==> src/rtl/rdiv_pkg.sv <==
package rdiv_pkg;
  typedef enum logic {
    RD_IDLE = 1'b0,
    RD_RUN  = 1'b1
  } rd_state_e;
endpackage

==> src/rtl/rdiv_trial_sub.sv <==
module rdiv_trial_sub #(
  parameter int W = 8
) (
  input  logic [W:0]   part,
  input  logic [W-1:0] dvsr,
  output logic [W:0]   diff,
  output logic         fits
);
  logic [W+1:0] wide;

  always_comb begin
    wide = {1'b0, part} - {2'b00, dvsr};
    fits = ~wide[W+1];
    diff = wide[W:0];
  end
endmodule

==> src/rtl/rdiv_precheck.sv <==
module rdiv_precheck #(
  parameter int W = 8
) (
  input  logic         frac,
  input  logic [W-1:0] dvnd,
  input  logic [W-1:0] dvsr,
  output logic         bad
);
  logic zero_dvsr;
  logic too_big;

  always_comb begin
    zero_dvsr = (dvsr == '0);
    too_big   = frac && (dvnd >= dvsr);
    bad       = zero_dvsr || too_big;
  end
endmodule

==> src/rtl/rdiv_ctrl.sv <==
module rdiv_ctrl
  import rdiv_pkg::*;
#(
  parameter int W = 8
) (
  input  logic clk,
  input  logic rst_n,
  input  logic start,
  input  logic pre_bad,
  output logic accept,
  output logic load,
  output logic step,
  output logic busy,
  output logic done
);
  localparam int CW = (W > 2) ? $clog2(W) : 1;
  localparam logic [CW-1:0] LAST = CW'(W - 1);

  rd_state_e     st_q, st_d;
  logic [CW-1:0] cnt_q, cnt_d;
  logic          done_q, done_d;
  logic          cnt_en;

  always_comb begin
    st_d   = st_q;
    cnt_d  = cnt_q;
    cnt_en = 1'b0;
    done_d = 1'b0;
    accept = start && (st_q == RD_IDLE);
    load   = accept && !pre_bad;
    step   = (st_q == RD_RUN);
    if (accept && pre_bad) begin
      done_d = 1'b1;
    end
    if (load) begin
      st_d   = RD_RUN;
      cnt_d  = '0;
      cnt_en = 1'b1;
    end
    if (step) begin
      cnt_en = 1'b1;
      cnt_d  = cnt_q + 1'b1;
      if (cnt_q == LAST) begin
        st_d   = RD_IDLE;
        done_d = 1'b1;
      end
    end
  end

  always_ff @(posedge clk or negedge rst_n) begin
    if (!rst_n) begin
      st_q   <= RD_IDLE;
      cnt_q  <= '0;
      done_q <= 1'b0;
    end else begin
      st_q   <= st_d;
      done_q <= done_d;
      if (cnt_en) begin
        cnt_q <= cnt_d;
      end
    end
  end

  assign busy = (st_q == RD_RUN);
  assign done = done_q;


  cnt_range_chk: assert property (@(posedge clk) disable iff (!rst_n)
    busy |-> (cnt_q <= LAST));


  run_len_chk: assert property (@(posedge clk) disable iff (!rst_n)
    (busy && cnt_q == LAST) |=> (!busy && done));
endmodule

==> src/rtl/restoring_divider.sv <==
module restoring_divider #(
  parameter int W = 8
) (
  input  logic         clk,
  input  logic         rst_n,
  input  logic         start,
  input  logic         frac_mode,
  input  logic [W-1:0] dividend,
  input  logic [W-1:0] divisor,
  output logic         busy,
  output logic         done,
  output logic [W-1:0] quotient,
  output logic [W-1:0] remainder,
  output logic         ovf
);
  localparam int AW = 2 * W;

  logic [1:0]    rsync_q;
  logic          rst_i_n;
  logic [AW-1:0] acc_q, acc_d;
  logic [W-1:0]  quo_q, quo_d;
  logic [W-1:0]  dsr_q;
  logic          ovf_q, ovf_d;
  logic          acc_en, quo_en, ovf_en;
  logic          accept, load, step, pre_bad;
  logic [AW:0]   shifted;
  logic [W:0]    trial_diff;
  logic          trial_fits;

  always_ff @(posedge clk or negedge rst_n) begin
    if (!rst_n) begin
      rsync_q <= 2'b00;
    end else begin
      rsync_q <= {rsync_q[0], 1'b1};
    end
  end
  assign rst_i_n = rsync_q[1];

  rdiv_precheck #(.W(W)) precheck_i (
    .frac (frac_mode),
    .dvnd (dividend),
    .dvsr (divisor),
    .bad  (pre_bad)
  );

  rdiv_ctrl #(.W(W)) ctrl_i (
    .clk     (clk),
    .rst_n   (rst_i_n),
    .start   (start),
    .pre_bad (pre_bad),
    .accept  (accept),
    .load    (load),
    .step    (step),
    .busy    (busy),
    .done    (done)
  );

  assign shifted = {acc_q, 1'b0};

  rdiv_trial_sub #(.W(W)) trial_i (
    .part (shifted[AW:W]),
    .dvsr (dsr_q),
    .diff (trial_diff),
    .fits (trial_fits)
  );

  always_comb begin
    acc_d  = acc_q;
    quo_d  = quo_q;
    ovf_d  = ovf_q;
    acc_en = 1'b0;
    quo_en = 1'b0;
    ovf_en = 1'b0;
    if (accept) begin
      acc_en = 1'b1;
      quo_en = 1'b1;
      ovf_en = 1'b1;
      quo_d  = '0;
      ovf_d  = pre_bad;
      if (pre_bad) begin
        acc_d = '0;
      end else if (frac_mode) begin
        acc_d = {dividend, {W{1'b0}}};
      end else begin
        acc_d = {{W{1'b0}}, dividend};
      end
    end else if (step) begin
      acc_en = 1'b1;
      quo_en = 1'b1;
      quo_d  = {quo_q[W-2:0], trial_fits};
      if (trial_fits) begin
        acc_d = {trial_diff[W-1:0], shifted[W-1:0]};
      end else begin
        acc_d = shifted[AW-1:0];
      end
    end
  end

  always_ff @(posedge clk or negedge rst_i_n) begin
    if (!rst_i_n) begin
      acc_q <= '0;
      quo_q <= '0;
      dsr_q <= '0;
      ovf_q <= 1'b0;
    end else begin
      if (acc_en) acc_q <= acc_d;
      if (quo_en) quo_q <= quo_d;
      if (ovf_en) ovf_q <= ovf_d;
      if (accept) dsr_q <= divisor;
    end
  end

  assign quotient  = quo_q;
  assign remainder = acc_q[AW-1:W];
  assign ovf       = ovf_q;


  rem_below_dsr_chk: assert property (@(posedge clk) disable iff (!rst_i_n)
    busy |-> (remainder < dsr_q));


  diff_top_clear_chk: assert property (@(posedge clk) disable iff (!rst_i_n)
    (busy && trial_fits) |-> (trial_diff[W] == 1'b0));


  frac_ovf_chk: assert property (@(posedge clk) disable iff (!rst_i_n)
    (start && !busy && frac_mode && divisor != '0 && dividend >= divisor)
      |=> (done && ovf && quotient == '0 && remainder == '0));


  zero_dsr_chk: assert property (@(posedge clk) disable iff (!rst_i_n)
    (start && !busy && divisor == '0) |=> (done && ovf));


  busy_done_chk: assert property (@(posedge clk) disable iff (!rst_i_n)
    busy |-> !done);


  hold_out_chk: assert property (@(posedge clk) disable iff (!rst_i_n)
    (!busy && !start) |=> ($stable(quotient) && $stable(remainder) && $stable(ovf)));


  dsr_keep_chk: assert property (@(posedge clk) disable iff (!rst_i_n)
    (busy && start) |=> $stable(dsr_q));


  ovf_clear_chk: assert property (@(posedge clk) disable iff (!rst_i_n)
    busy |-> !ovf);
endmodule

==> config.mk <==
export PLATFORM = sky130hd
export DESIGN_NAME = restoring_divider
export DESIGN_NICKNAME = d
export VERILOG_FILES = /design/src/rtl/rdiv_pkg.sv /design/src/rtl/rdiv_trial_sub.sv /design/src/rtl/rdiv_precheck.sv /design/src/rtl/rdiv_ctrl.sv /design/src/rtl/restoring_divider.sv
export SDC_FILE = /design/constraint.sdc
export NUM_CORES = 1
export LEC_CHECK = 0
export ABC_CLOCK_PERIOD_IN_PS = 1300
export BUFFER_PORTS_ARGS = -buffer_cell sky130_fd_sc_hd__buf_4
export CORE_ASPECT_RATIO = 1.5
export CORE_UTILIZATION = 35
export DETAILED_ROUTE_END_ITERATION = 6
export GPL_TIMING_DRIVEN = 1
export SLEW_MARGIN = 10
export SYNTH_ARGS = -nofsm -noshare
export SYNTH_HDL_FRONTEND = slang
export SYNTH_SLANG_ARGS = --single-unit
==> constraint.sdc <==
create_clock -name clk -period 1.3 [get_ports clk]
set_input_delay 0.26 -clock clk [delete_from_list [all_inputs] [get_ports clk]]
set_output_delay 0.26 -clock clk [all_outputs]
set_load 0.1 [all_outputs]
# ---- After elaboration in Yosys (flattened, before gate mapping)
# Index checks and enable logic that the tools add are counted.
# W data, S select, Z words.
dict set report classes {
  addsub 2
  n_lt_le_gt_ge 1
  n_eq_ne 1
  mux 20
  n_bitwise 2
  n_reduce_logical 12
}
# op count
set op_table {}
lappend op_table {{$mux W16} 5}
lappend op_table {{$mux W8} 2}
lappend op_table {{$mux W1} 11}
lappend op_table {{$sub A9 B8 Y10} 1}
lappend op_table {{$ge A8 B8 Y1} 1}
lappend op_table {{$logic_not A8 Y1} 1}
lappend op_table {{$mux W3} 2}
lappend op_table {{$reduce_and A2 Y1} 3}
lappend op_table {{$logic_and A1 B1 Y1} 4}
lappend op_table {{$reduce_bool A2 Y1} 2}
lappend op_table {{$add A3 B1 Y3 const B} 1}
lappend op_table {{$eq A3 B3 Y1 const B} 1}
lappend op_table {{$not A1 Y1} 2}
lappend op_table {{$logic_not A1 Y1} 1}
lappend op_table {{$logic_or A1 B1 Y1} 1}
dict set report word_totals {
  reg_bits 40
  inputBits 20
  output_inout_bits 19
}

# ---- Longest topological paths before layout
dict set report logic_depth {
  ltp_word 8
  depth_mapped 8
  mapped_depth_nobuf 8
}

# ---- Hierarchy
# A second synthesis with hierarchy kept.
dict set report hier_totals {
  hier_cells 260
  hier_area_um2 2546.2
}
# mod instances cells_each area_each_um2 seq_area_each_um2
set modules_own_cells {}
lappend modules_own_cells {restoring_divider 1 145 1639.1 875.8}
lappend modules_own_cells {rdiv_trial_sub 1 57 392.9 0.0}
lappend modules_own_cells {rdiv_ctrl 1 26 291.5 125.1}
lappend modules_own_cells {rdiv_precheck 1 32 222.7 0.0}

# ---- Least setup slack after synthesis
# No wires, ideal clock.
dict set report synth_timing {
  kind {register to register}
  startpoint {register acc_q[7]}
  endpoint {register acc_q[14]}
  arrival_ps 2022
  t_required_ps 1222
  setup_slack_ps -800
  path_stages_with_launch 9
  path_buffers 0
  path_cell_list {dfrtp_1 inv_1 ha_1 fa_1 or2b_1 a21oi_1 nor4_1 or4_1 a21oi_1}
}
dict set report synth_between {
  elab_chain_len 4
}
# element line_no
set synth_rtl {}
lappend synth_rtl {{start, declared} restoring_divider.sv:20} ;# logic [AW-1:0] acc_q, acc_d;
lappend synth_rtl {{start signal, assigned} restoring_divider.sv:101} ;# acc_q <= '0;
lappend synth_rtl {{start signal, assigned} restoring_divider.sv:106} ;# if (acc_en) acc_q <= acc_d;
lappend synth_rtl {{$sub A9 B8 Y10} rdiv_trial_sub.sv:12} ;# wide = {1'b0, part} - {2'b00, dvsr};
lappend synth_rtl {{$mux W16} restoring_divider.sv:91} ;# if (trial_fits) begin
lappend synth_rtl {{$mux W16} restoring_divider.sv:87} ;# end else if (step) begin
lappend synth_rtl {{$mux W16} restoring_divider.sv:74} ;# if (accept) begin
# Every way passes these cells. The select of a mux whose other input is x is not followed.
# A chain may end at the register's enable or synchronous reset.

# ---- Final worst setup path
dict set report layout_timing {
  startpoint {register acc_q[10]}
  endpoint {register acc_q[14]}
}
# Same word-level chain as after synthesis.

==> flow_summary.yaml <==
outcome:
  outcome: "complete, but fails checks"
  violations_in_the_final_reports: "negative setup slack"
worst_setup_path:
  slowest_delay_ns: 0.51
  cp.buffers_inverters: 0
  crit_type: "flop to flop"
  critPathRequiredTime_ns: 1.53
  timing.critical_path.arrival_ns: 2.25
  capturing_element_type_of_the_critical_path: "flop"
  path_cells: "ha_1 > o21ai_0 > a21oi_2 > o311a_1 > or4_4 > a21oi_2"
  critPathTopFamily: "compound AO/OA/AOI/OAI gates"
  critPathMostFrequentCell: "sky130_fd_sc_hd__a21oi_2"
  timing.critical_path.from_type: "flop"
  worst_path_max_delay_cell: "sky130_fd_sc_hd__or4_4"
  cp_max_fo: 3
timing:
  setup_slack_ns: -0.7198
  timing.final.setup_violations: 21
  final.period_utilization: 1.554
  finalHoldViolCount: 0
  period_minus_slack_ns: 2.020
  grt_setup_unrepaired: "true"
  f_max_ghz: 0.4951
  clock_skew_ns: 0.01309
  timing.final.max_slew_violations: 0
  hold_ws_ns: 0.1705
placed_design:
  dpl.hpwl_um: 4755
  port-buffer-count: 38
  gp_routability_congestion: 0.8505
floorplan:
  std_cell_rows: 36
  die-width_um: 68.47
  dieHeight_um: 101.7
  floorplan.io_pins: 39
  floorplan.die_area_mm2: 0.006964
  placeableCoreArea_mm2: 0.006441
  floorplan.initialDensity: 0.3601
cells_and_area:
  areaGrowthSynthToFinish_pct: 62.84
  n_antenna_cell: 0
  post_route_cells_drive_above_1_share: 0.5200
  final_net_count: 363
  final_core_utilization: 0.5864
route:
  detail-route-antenna-nets: 0
  wire_length_per_cell_um: 16.29
  drt_first_iter_violations: 76
  detail_route.wirelength_um: 6533
  routed_via_density: 5.274
  post-route-drc-count: 0
  pre_repair_dr_iteration_count: 5
  via_count: 2115
clock_tree:
  tritoncts: "yes"
  clk_pin_slew_worst_paths_ns: 0.09
  cts-root-to-sink-buffers: 2
  cts.sink_count: 40
  clk_root_buffer_cell: "sky130_fd_sc_hd__clkbuf_8"
  numCtsBuffers: 5
  htree_num_levels: 2
  worstSkewPairLatency_ns: 0.30
grt:
  grt_remaining_overflow: 0
  antenna_violations_before_repair: 0
  first_global_vias: 2155
  track_usage: 0.2026
  grt_pass1_wl_um: 10300
  grt_max_degree: 30
synth:
  most_used_flip_flop_cell_after_synthesis: "sky130_fd_sc_hd__dfrtp_1"
  yosysMostFrequentCell: "sky130_fd_sc_hd__dfrtp_1"
  synth.distinct_cells: 47
  synth_common_cells: "sky130_fd_sc_hd__dfrtp_1, sky130_fd_sc_hd__nand2_1, sky130_fd_sc_hd__inv_1"
  synth-warning-count: 0
  synthDominantAreaCellType: "sky130_fd_sc_hd__dfrtp_1"
  synth.cell_area_mm2: 0.002320
  synthesis.area_per_instance_um2: 9.871
  synth_top_family_by_area: "compound AO/OA/AOI/OAI gates"
  syn_nets: 274
  synth-seq-area-share: 0.4315
  synth_top_cells_by_area: "sky130_fd_sc_hd__dfrtp_1, sky130_fd_sc_hd__ha_1, sky130_fd_sc_hd__o21ai_0"
  yosys.area.top_type_share: 0.4315
  synth_simple_gate_area_share: 0.1149
  synthArstFlopShare: 1.000
  synthXorXnorAreaFrac: 0.01888
  synth-adder-area-share: 0.1057
  synthCells: 235
  yosys_register_bits: 40
  synth_edf_count: 0
  synth_compound_gate_area_share: 0.2330
  post_synth_mux_area_share: 0.02157
worst_hold_path:
  worstHoldPathType: "flop to async pin"
run:
  drv.max_cap_violation_count: 0
## layout make-up
type | instances | area [um2]
Inverter | 20 | 87.58
Fill cell | 547 | 2664
Clock inverter | 2 | 35.03
Multi-Input combinational cell | 159 | 1498
Clock buffer | 6 | 72.57
Tap cell | 76 | 95.09
Timing Repair Buffer | 98 | 984.7
Sequential cell | 40 | 1005
## final timing paths
kind / cells after the start / endpoint / slack (ns) / startpoint
max: 6 / acc_q[14] / -0.72 / acc_q[10]
min: 1 / acc_q[9] / 0.17 / rsync_q[1]
max reg2reg: 6 / acc_q[14] / -0.72 / acc_q[10]
min reg2reg: 1 / acc_q[9] / 0.17 / rsync_q[1]
max in group asynchronous: 1 / ctrl_i.busy / 0.70 / rsync_q[1]
min in group clk: 3 / dsr_q[6] / 0.18 / divisor[6]
## cells by family after synthesis
kind of cell | Yosys count
fa+ha+maj | 19
simple gates | 55
xor+xnor | 5
buf+inv | 36
flops | 40
mux | 5
compound gates | 74
other cells | 1
## state kept, by name (all words and copies together), names as in the netlist
signal / cells
ovf: 1
acc_q: 16
dsr_q: 8
rsync_q: 2
ctrl_i.cnt_q: 3
quotient: 8
ctrl_i.done: 1
ctrl_i.busy: 1
## per-stage QoR
| stage | cells | setup slack [ns] | area [um2] | TNS [ns] |
|---|---|---|---|---|
| final | 401 | -0.7198 | 3777 | -6.518 |
| after global routing | 401 | -0.8074 | 3777 | -7.725 |
| after CTS | 393 | -0.7013 | 3605 | -6.066 |
| after detailed placement | 382 | -0.7538 | 3164 | -13.04 |
| after global placement | 382 | -0.7199 | 3164 | -12.77 |
| after floorplan | 235 | -0.6906 | 2507 | -5.651 |
## timing repair
item | CTS | global route
cloned | 1 | 1
buffers inserted | 5 | 12
hold buffers | 1 | 0
setup endpoints to repair | 38 | 39
pin swaps | 22 | 13
gates resized for setup | 63 | 30
endpoints found under the hold margin | 2 | 0
## layer usage
layer,up-vias,GRT usage,wire length [um]
met3,12,0.03604,175
li1,1016,-,-
met2,44,0.3560,3595
met1,1043,0.2366,2608
met4,0,0.07853,155
met5,-,0,0
## cell usage in the layout, fill, tap and decap left out, types with 4 or more instances in the layout
master                     synthesis  final
sky130_fd_sc_hd__a21oi_1          13      8
sky130_fd_sc_hd__a21oi_2           1      4
sky130_fd_sc_hd__a221oi_1          7      7
sky130_fd_sc_hd__a22o_1            9      9
sky130_fd_sc_hd__a22oi_2           0      7
sky130_fd_sc_hd__buf_12            0     12
sky130_fd_sc_hd__buf_4             9     64
sky130_fd_sc_hd__buf_6             0     19
sky130_fd_sc_hd__clkbuf_8          0      5
sky130_fd_sc_hd__dfrtp_1          40     39
sky130_fd_sc_hd__ha_1             18      6
sky130_fd_sc_hd__ha_4              0     11
sky130_fd_sc_hd__inv_1            20     15
sky130_fd_sc_hd__inv_2             0      4
sky130_fd_sc_hd__mux2i_1           5      5
sky130_fd_sc_hd__nand2_1          25     21
sky130_fd_sc_hd__nand2_2           0      4
sky130_fd_sc_hd__nor2_1           12      7
sky130_fd_sc_hd__o21ai_0          19      9
sky130_fd_sc_hd__o21ai_1           0      7
Power is not shown: default switching activity piles up to over one toggle a cycle in this logic, so the estimate is an artifact.
